<file path="config.mk">
export PLATFORM = sky130hd
export DESIGN_NAME = prescaled_timer
export DESIGN_NICKNAME = d
export VERILOG_FILES = /design/src/rtl/prescaled_timer.sv
export SDC_FILE = /design/constraint.sdc
export NUM_CORES = 1
export LEC_CHECK = 0
export ABC_CLOCK_PERIOD_IN_PS = 207200
export BUFFER_PORTS_ARGS = -buffer_cell sky130_fd_sc_hd__buf_2
export CAP_MARGIN = 25
export CORE_MARGIN = 10
export CORE_UTILIZATION = 60
export DETAILED_ROUTE_END_ITERATION = 7
export GPL_TIMING_DRIVEN = 0
export PLACE_DENSITY = 0.78
export RECOVER_POWER = 50
export SKIP_LAST_GASP = 1
export SYNTH_ARGS = -nofsm -noshare
export SYNTH_HDL_FRONTEND = slang
export SYNTH_SLANG_ARGS = --single-unit
export TNS_END_PERCENT = 1
</file>
<file path="constraint.sdc">
create_clock -name clk -period 207.2 [get_ports clk]
set_input_delay 0 -clock clk [delete_from_list [all_inputs] [get_ports clk]]
set_output_delay 0 -clock clk [all_outputs]
set_load 0.05 [all_outputs]
</file>
<file path="src/rtl/prescaled_timer.sv">
module prescaled_timer #(
  parameter int ADV_W = 8
) (
  input  logic             clk,
  input  logic             rst_n,
  input  logic             wr_en,
  input  logic [1:0]       wr_addr,
  input  logic [7:0]       wr_data,
  input  logic [1:0]       rd_addr,
  output logic [7:0]       rd_data,
  input  logic             adv_en,
  input  logic [ADV_W-1:0] adv_cycles
);
  localparam int SHIFT_W = 5;
  localparam int REM_W   = 16 + ADV_W + 2;

  logic [7:0]               ctrl_q;
  logic                     latched_q;
  logic [8:0]               cnt_q;
  logic [8:0]               latch_q;
  logic [SHIFT_W-1:0]       shift_q;
  logic signed [REM_W-1:0]  rem_q;

  wire running = ctrl_q[1];

  logic signed [REM_W-1:0] rem_sum, div, ticks, rem_next, cnt_dec;
  logic [REM_W-1:0] mag, modv, rmod, wrapped;
  logic oneshot_end;

  assign rem_sum  = rem_q + $signed({{(REM_W-ADV_W){1'b0}}, adv_cycles});
  assign div      = $signed({{(REM_W-1){1'b0}}, 1'b1} << shift_q);
  assign ticks    = (rem_sum >= div) ? (rem_sum >>> shift_q) : '0;
  assign rem_next = (rem_sum >= div) ? (rem_sum & (div - 1)) : rem_sum;
  assign cnt_dec  = $signed({{(REM_W-9){1'b0}}, cnt_q}) - ticks;
  assign mag      = REM_W'(-cnt_dec);
  assign modv     = REM_W'(latch_q) + REM_W'(1);
  assign rmod     = mag % modv;
  assign wrapped  = (rmod == '0) ? '0 : modv - rmod;
  assign oneshot_end = (cnt_dec < 0) || (cnt_dec == 0 && rem_next >= 4);

  logic [8:0]         start_cnt;
  logic [SHIFT_W-1:0] start_shift;
  logic [8:0]         load_val;

  assign start_cnt   = latched_q ? cnt_q : {1'b0, cnt_q[7:0] - 8'd1};
  assign start_shift = (wr_data[7:6] == 2'b01)
                     ? SHIFT_W'({wr_data[5:3], 1'b0}) + SHIFT_W'(2)
                     : SHIFT_W'(2);
  assign load_val    = (wr_data == 8'd0) ? 9'd256 : {1'b0, wr_data};

  always_ff @(posedge clk or negedge rst_n) begin
    if (!rst_n) begin
      ctrl_q    <= '0;
      latched_q <= 1'b0;
      cnt_q     <= '0;
      latch_q   <= 9'd255;
      shift_q   <= '0;
      rem_q     <= -1;
    end else if (wr_en) begin
      case (wr_addr)
        2'd1: if (!running) begin
          latch_q   <= load_val;
          cnt_q     <= load_val;
          rem_q     <= '0;
          latched_q <= 1'b1;
        end
        2'd2: if (running) begin
          if (!wr_data[1]) begin
            ctrl_q[1] <= 1'b0;
            latched_q <= 1'b0;
          end
        end else begin
          ctrl_q <= wr_data;
          if (wr_data[1]) begin
            shift_q <= start_shift;
            rem_q   <= -1;
            cnt_q   <= start_cnt;
            if (!wr_data[0] && start_cnt == 9'd0) ctrl_q[1] <= 1'b0;
          end
        end
        default: ;
      endcase
    end else if (adv_en && running) begin
      rem_q <= rem_next;
      if (ctrl_q[0]) begin
        cnt_q <= (cnt_dec < 0) ? 9'(wrapped) : 9'(cnt_dec);
      end else if (oneshot_end) begin
        cnt_q     <= '0;
        ctrl_q[1] <= 1'b0;
        latched_q <= 1'b0;
      end else begin
        cnt_q <= 9'(cnt_dec);
      end
    end
  end

  always_comb begin
    case (rd_addr)
      2'd0:    rd_data = cnt_q[7:0];
      2'd1:    rd_data = latch_q[7:0];
      2'd2:    rd_data = ctrl_q;
      default: rd_data = 8'd0;
    endcase
  end
endmodule

</file>
==> results of run 1 <==
layer usage:
| metal | vias up | wire, um | track usage (%) |
|---|---|---|---|
| li1 | 12600 | - | - |
| met1 | 12400 | 32300 | 39.1 |
| met2 | 1176 | 35700 | 52.6 |
| met3 | 222 | 6500 | 4.99 |
| met4 | 2 | 2690 | 11.5 |
| met5 | - | 118 | 1.82 |
timing repair:
item                       CTS  global route
hold buffers                 5             0
hold endpoints to repair    36             0
setup endpoints to repair    0             0
area by class of cell:
| type | count | share of cell area, % |
|---|---|---|
| multi-input cells | 2976 | 84.7 |
| flip-flops and latches | 57 | 5.99 |
| well taps | 511 | 2.61 |
| plain buffers | 116 | 2.07 |
| inverters | 115 | 1.76 |
| repair buffers | 48 | 1.63 |
| clock buffers | 12 | 1.05 |
| clock inverters | 4 | 0.209 |
flip-flops by register name, indices dropped and copies added, names as in the netlist:
name and flops:
latched_q 1, ctrl_q 8, latch_q 9, shift_q 4, rem_q 26, cnt_q 9
cells in the mapped netlist (35+ instances only):
cell type | count | area [sq um]
nand2_1 | 324 | 1220
nor2_1 | 281 | 1050
ha_1 | 261 | 3270
nor3_1 | 227 | 1140
o21ai_0 | 186 | 931
a21oi_1 | 170 | 851
o21a_1 | 161 | 1210
inv_1 | 107 | 402
xnor2_1 | 94 | 823
nand3_1 | 90 | 450
clkbuf_1 | 75 | 282
a21o_1 | 73 | 548
o31ai_1 | 73 | 548
mux2_2 | 67 | 754
mux2i_1 | 51 | 510
xor2_1 | 48 | 420
o211ai_1 | 47 | 353
and3_1 | 43 | 269
nand2b_1 | 43 | 269
a211oi_1 | 42 | 315
nand4_1 | 40 | 250
nor2b_1 | 40 | 250
and2_1 | 35 | 219
or3_1 | 35 | 219
worst reg2reg max path, delay by kind of cell (launching register included):
kind                       cells  cell delay [ns]
buffers and inverters         49            11.86
DFF                            1             0.53
muxes                          6             1.69
adders and majority gates     31             9.51
AOI/OAI and AO/OA            234            49.94
xor gates and xnor gates       2             0.98
and+or+nand+nor              100            19.89
stage by stage:
stage,std cells,instance area (sq um),worst slack (ns),hold slack (ns),utilization (%)
floorplan,3264,23200,127.67,-0.296,-
global placement,3804,23900,117.12,0.283,63.3
detailed placement,3814,24100,114.42,-0.0359,63.8
CTS,3835,24500,114.07,0.0309,64.7
global route,3839,24500,104.71,0.0427,64.8
finish,3839,24500,112.68,0.0379,64.8
logic make-up after synthesis:
logic type,after synthesis,share of synthesized area (%)
and+or+nand+nor,1321,28.7
AOI/OAI and AO/OA,1119,34.7
adders and majority gates,265,14.4
buffers and inverters,231,4.05
xor gates and xnor gates,144,5.51
muxes,127,6.18
DFF,57,6.34
path summary, 6_finish.rpt:
| kind | slack (ns) | depth (start not counted) | end | startpoint |
|---|---|---|---|---|
| setup / recovery | 112.68 | 422 | cnt_q[7]$_DFFE_PN0P_ | rem_q[0]$_DFFE_PN1P_ |
| setup reg to reg | 112.68 | 422 | cnt_q[7]$_DFFE_PN0P_ | rem_q[0]$_DFFE_PN1P_ |
| max in group asynchronous | 204.28 | 3 | cnt_q[3]$_DFFE_PN0P_ | rst_n |
| hold / removal | 0.04 | 3 | ctrl_q[1]$_DFFE_PN0P_ | wr_data[1] |
| min in group asynchronous | 0.35 | 2 | ctrl_q[4]$_DFFE_PN0P_ | rst_n |
| hold reg to reg | 0.49 | 2 | rem_q[2]$_DFFE_PN1P_ | rem_q[2]$_DFFE_PN1P_ |
cells in the final DEF, fill, tap and decap left out, types with 26 or more instances in the layout:
cell type / instances
ha_1: 261
a21oi_1: 170
nand3_1: 90
dfstp_2: 34
or2_2: 31
mux2i_1: 51
nand4_1: 40
o31ai_1: 73
a31oi_1: 32
buf_2: 54
or3_1: 35
o211ai_1: 47
and3_1: 43
o21ai_0: 186
o21ai_1: 26
nor3_1: 227
nor4_1: 34
xor2_1: 48
o21a_1: 161
clkbuf_1: 81
nand2_1: 324
and2_1: 35
mux2_2: 67
a211oi_1: 42
xnor2_1: 92
a21o_1: 73
nor2_1: 281
inv_1: 107
nand2b_1: 43
nor2b_1: 40
==> reports/results.ini, run 1 <==
[placed_design]
io_buffers=29
globalplace.congestion=1.05
hpwl_um=63200

[route]
dr.pass1.iters=8
detail_route.iter0.violations=2839
totalWireLength_um=77300
avgRoutedWirePerCell_um=20.1
dr_total_vias=26400
drc=2
drt.antenna.violating_nets=0
vias_per_cell=6.88

[timing]
worst-slew-pin-transition_ns=2.19
finalSetupViolCount=0
fin_crit_ns=94.52
relSlewSlack_pct=-46.0
skew_ns=0.00766
setup-tns-final_ns=0
timing_hold_violations_final=0
timing.final.crit_share_pct=45.6
slew_violations=41
fmax_ghz=0.0106
rsz0062_at_grt=false

[final_layout]
n_antenna_cell=0
area.growth.synth_to_final_pct=5.88
fill_cells=3492
register_area_sq_um=1470
drive_above_1_share_pct=10.1
multiInputGateArea_sq_um=20800
fin_nets=3612

[worst_hold_path]
hp-class=input pin to flip-flop

[clock_network]
htreeDepth=3
cts.sinks=57
insertion_delay_ns=0.35
cts_tree=done
numCtsBuffers=9
clk_path_buf_depth=2
cts_root_buf=clkbuf_16
post_cts_buffers=0
cts_resized=0
clkTransAtPathRegs_ns=0.06

[worst_setup_path]
crit_family=compound AO/OA/AOI/OAI gates
cp_num_buf_inv=49
max_stage_delay_ns=0.74
slowest_stage=xnor2_1
start_kind=flip-flop
critical_path_arrival_ns=94.78
cpMostUsedCell=o21a_1
cp_max_fo=10
cp.required_ns=207.45
critPathCaptureType=flip-flop
crit_type=flip-flop to flip-flop

[floorplan]
die_area_sq_um=46900
fp.dieW_um=216
coreArea_sq_um=37800
num_io_pins=32
die_h_um=216
rows=71
initial_core_util_pct=61.2

[job]
drv_cap=1

[grt]
grt_pass1_vias=25100
gr-total-overflow=0
antenna_found_initial=0
grt_pass1_wl_um=125000
grt.total_usage_pct=31.2
grt_max_degree=41

[logic_synthesis]
synth_async_sr_flop_share_pct=100
syn_area_sq_um=23200
netlist_instances=3264
ys_warn_count=0
synth_fp_nets=3553
ys_ff_latch=57
synth.distinct_cells=141
ys.flop_type=dfstp_2
ys_seq_area_share_pct=6.34
syn_area_per_cell_sq_um=7.10
synth_edf_count=0

[status]
status=complete, but fails checks
failed_checks=DRC, capacitance limit, slew limit

Power of run 1 is not shown: default switching activity piles up to over one toggle a cycle in this logic, so the estimate is an artifact.
==> run 2, diff against run 1 <==
--- a/config.mk
+++ b/config.mk
@@ -5,14 +5,15 @@
 export SDC_FILE = /design/constraint.sdc
 export NUM_CORES = 1
 export LEC_CHECK = 0
-export ABC_CLOCK_PERIOD_IN_PS = 207200
+export ABC_AREA = 1
+export ABC_CLOCK_PERIOD_IN_PS = 86700
 export BUFFER_PORTS_ARGS = -buffer_cell sky130_fd_sc_hd__buf_2
 export CAP_MARGIN = 25
 export CORE_MARGIN = 10
 export CORE_UTILIZATION = 60
 export DETAILED_ROUTE_END_ITERATION = 7
 export GPL_TIMING_DRIVEN = 0
-export PLACE_DENSITY = 0.78
+export PLACE_DENSITY = 0.81
 export RECOVER_POWER = 50
 export SKIP_LAST_GASP = 1
 export SYNTH_ARGS = -nofsm -noshare
==> constraint.sdc (replaced) <==
create_clock -name clk -period 86.7 [get_ports clk]
set_input_delay 0 -clock clk [delete_from_list [all_inputs] [get_ports clk]]
set_output_delay 0 -clock clk [all_outputs]
set_load 0.05 [all_outputs]
==> reports/results.ini, run 2 <==
[status]
status=complete, but fails checks  ; unchanged
failed_checks=capacitance limit, slew limit  ; was DRC, capacitance limit, slew limit

[timing]
timing_hold_violations_final=0  ; unchanged
fin_crit_ns=75.32  ; was 94.52 ns
slew_violations=39  ; was 41
worst-slew-pin-transition_ns=2.25  ; was 2.19 ns
rsz0062_at_grt=false  ; unchanged
setup-tns-final_ns=0  ; unchanged
finalSetupViolCount=0  ; unchanged
relSlewSlack_pct=-50.3  ; was -46.0%
fmax_ghz=0.0133  ; was 0.0106 GHz
timing.final.crit_share_pct=86.9  ; was 45.6%
skew_ns=0.00461  ; was 0.00766 ns

[worst_setup_path]
start_kind=flip-flop  ; unchanged
timing.rr.end=cnt_q[7]$_DFFE_PN0P_  ; unchanged
worstReg2RegStart=rem_q[0]$_DFFE_PN1P_  ; unchanged
cp.depth=480  ; was 422
cp_max_fo=10  ; unchanged
critical_path_arrival_ns=75.55  ; was 94.78 ns
rr_worst_depth=480  ; was 422
reg2reg_slack_ns=11.38  ; was 112.68 ns
cpMostUsedCell=nand2_1  ; was o21a_1
critPathCaptureType=flip-flop  ; unchanged
cp_num_buf_inv=108  ; was 49
slowest_stage=o21ai_0  ; was xnor2_1
cp.required_ns=86.93  ; was 207.45 ns
max_stage_delay_ns=0.59  ; was 0.74 ns
crit_family=compound AO/OA/AOI/OAI gates  ; unchanged
crit_type=flip-flop to flip-flop  ; unchanged

[grt]
grt.total_usage_pct=25.8  ; was 31.2%
grt_pass1_vias=24500  ; was 25100
gr-total-overflow=0  ; unchanged
grt_pass1_wl_um=114000  ; was 125000 um
grt_max_degree=39  ; was 41
antenna_found_initial=0  ; unchanged

[final_layout]
regMostFlops=rem_q  ; unchanged
fin_nets=4540  ; was 3612
fin_util_pct=64.3  ; was 64.8%
register_area_sq_um=1470  ; unchanged
fill_cells=4033  ; was 3492
area.growth.synth_to_final_pct=5.91  ; was 5.88%
largestRegisters=rem_q: 26 flops, cnt_q: 9 flops, latch_q: 9 flops  ; unchanged
drive_above_1_share_pct=18.1  ; was 10.1%
multiInputGateArea_sq_um=20900  ; was 20800 sq um
final_cell_mix=nand2_1 (1015), inv_1 (564), nor2_1 (306), nand3_1 (293), ha_1 (261)  ; was nand2_1 (324), nor2_1 (281), ha_1 (261), nor3_1 (227), o21ai_0 (186)
largest_reg_flops=26  ; unchanged
n_antenna_cell=0  ; unchanged
layout.cells.most_common=nand2_1  ; unchanged

[placed_design]
io_buffers=30  ; was 29
hpwl_um=55600  ; was 63200 um
globalplace.congestion=1.03  ; was 1.05

[route]
drt.antenna.violating_nets=0  ; unchanged
dr_total_vias=26700  ; was 26400
avgRoutedWirePerCell_um=13.9  ; was 20.1 um
drc=0  ; was 2
detail_route.iter0.violations=2087  ; was 2839
totalWireLength_um=66700  ; was 77300 um
vias_per_cell=5.56  ; was 6.88
dr.pass1.iters=8  ; unchanged

[logic_synthesis]
synth_fp_nets=4480  ; was 3553
syn_area_sq_um=25500  ; was 23200 sq um
ys.flop_type=dfstp_2  ; unchanged
synth.top_cells.by_count=nand2_1 (1015), inv_1 (564), nor2_1 (306)  ; was nand2_1 (324), nor2_1 (281), ha_1 (261)
synth.distinct_cells=79  ; was 141
synth.most_common_cell=nand2_1  ; unchanged
netlist_instances=4191  ; was 3264
ys_warn_count=0  ; unchanged
ys_seq_area_share_pct=5.75  ; was 6.34%
synth_top_area_share_pct=14.9  ; was 14.1%
ys_ff_latch=57  ; unchanged
ys_top_cells_by_area=nand2_1 (15%), ha_1 (13%), inv_1 (8.3%), nand3_1 (5.7%), nand2_2 (5.3%)  ; was ha_1 (14%), nand2_1 (5.3%), o21a_1 (5.2%), nor3_1 (4.9%), nor2_1 (4.6%)
synth_edf_count=0  ; unchanged
yosys.area.top_type=nand2_1  ; was ha_1
synth_async_sr_flop_share_pct=100  ; unchanged
syn_area_per_cell_sq_um=6.09  ; was 7.10 sq um

[floorplan]
num_io_pins=32  ; unchanged
fp.dieW_um=226  ; was 216 um
rows=75  ; was 71
initial_core_util_pct=60.7  ; was 61.2%
die_h_um=226  ; was 216 um
coreArea_sq_um=42000  ; was 37800 sq um
die_area_sq_um=51200  ; was 46900 sq um

[worst_hold_path]
min_to=cnt_q[3]$_DFFE_PN0P_  ; was ctrl_q[1]$_DFFE_PN0P_
min_from=wr_en  ; was wr_data[1]
hold_depth=4  ; was 3
hp-class=input pin to flip-flop  ; unchanged

[clock_network]
post_cts_buffers=0  ; unchanged
htreeDepth=3  ; unchanged
insertion_delay_ns=0.35  ; about the same
cts_root_buf=clkbuf_16  ; unchanged
cts.sinks=57  ; unchanged
numCtsBuffers=9  ; unchanged
clk_path_buf_depth=2  ; unchanged
clkTransAtPathRegs_ns=0.05  ; was 0.06 ns
cts_tree=done  ; unchanged

[job]
drv_cap=1  ; unchanged

run 2: changes by cell type in the layout (fill, tap and decap cells not counted), sizes merged, moves of 86 or more:
cell,change
xor2,+86
nand3,+275
nor2,+140
nor3,-198
inv,+499
nand2,+971
o21a,-158
o21ai,+88
run 2: per-stage QoR:
step | cell area [sq um] | cells | setup slack [ns] | hold WS, ns
finish | 27000 | 4795 | 11.38 | 0.0292
global route | 27000 | 4795 | 2.80 | 0.0536
CTS | 27100 | 4795 | 11.87 | 0.0340
detailed placement | 26700 | 4770 | 12.16 | -0.0232
global placement | 26400 | 4760 | 13.66 | 0.267
floorplan | 25500 | 4191 | 23.47 | -0.296
run 2: worst max path at each step:
stage | startpoint | endpoint | slack (ns)
2_1_floorplan | rem_q[0]$_DFFE_PN1P_ | cnt_q[6]$_DFFE_PN0P_ | 23.47
3_3_place_gp | rem_q[0]$_DFFE_PN1P_ | cnt_q[8]$_DFFE_PN0P_ | 13.66
3_5_place_dp | rem_q[0]$_DFFE_PN1P_ | cnt_q[7]$_DFFE_PN0P_ | 12.16
4_1_cts | rem_q[0]$_DFFE_PN1P_ | cnt_q[7]$_DFFE_PN0P_ | 11.87
5_1_grt | rem_q[0]$_DFFE_PN1P_ | cnt_q[7]$_DFFE_PN0P_ | 2.80
6_report | rem_q[0]$_DFFE_PN1P_ | cnt_q[7]$_DFFE_PN0P_ | 11.38
run 2: cell families after synthesis:
family	Yosys count	synth area share (%)
flops	57	5.75
xor+xnor	213	7.37
compound gates	650	14.9
mux	1	0.0392
buf+inv	722	12.7
simple gates	2283	46.1
fa+ha+maj	265	13.1
run 2: worst min-delay path, stage by stage:
cell and delay, ns:
clkbuf_8 0.16, a21oi_1 0.05, nand2_1 0.07, a21boi_1 0.05
run 2: routing by layer:
layer | GRT usage (%) | vias up | share of wire, %
met4 | 7.55 | 0 | 2.8
met5 | 0 | - | 0
met1 | 33.6 | 12000 | 46
met2 | 44.7 | 761 | 46
li1 | - | 13800 | -
met3 | 1.71 | 126 | 5.3
run 2: cell type report:
class	instances	share of cell area (%)
multi-input cells	3412	77.2
inverters	644	9.24
flip-flops and latches	57	5.43
plain buffers	78	2.77
well taps	539	2.49
repair buffers	49	1.69
clock buffers	10	0.847
clock inverters	6	0.305
run 2: timing repair:
item | 4_1_cts | 5_1_grt
resized for setup | 0 | 0
hold buffers | 9 | 0
endpoints found under the hold margin | 29 | 0
Power of run 2 is left out for the same reason.
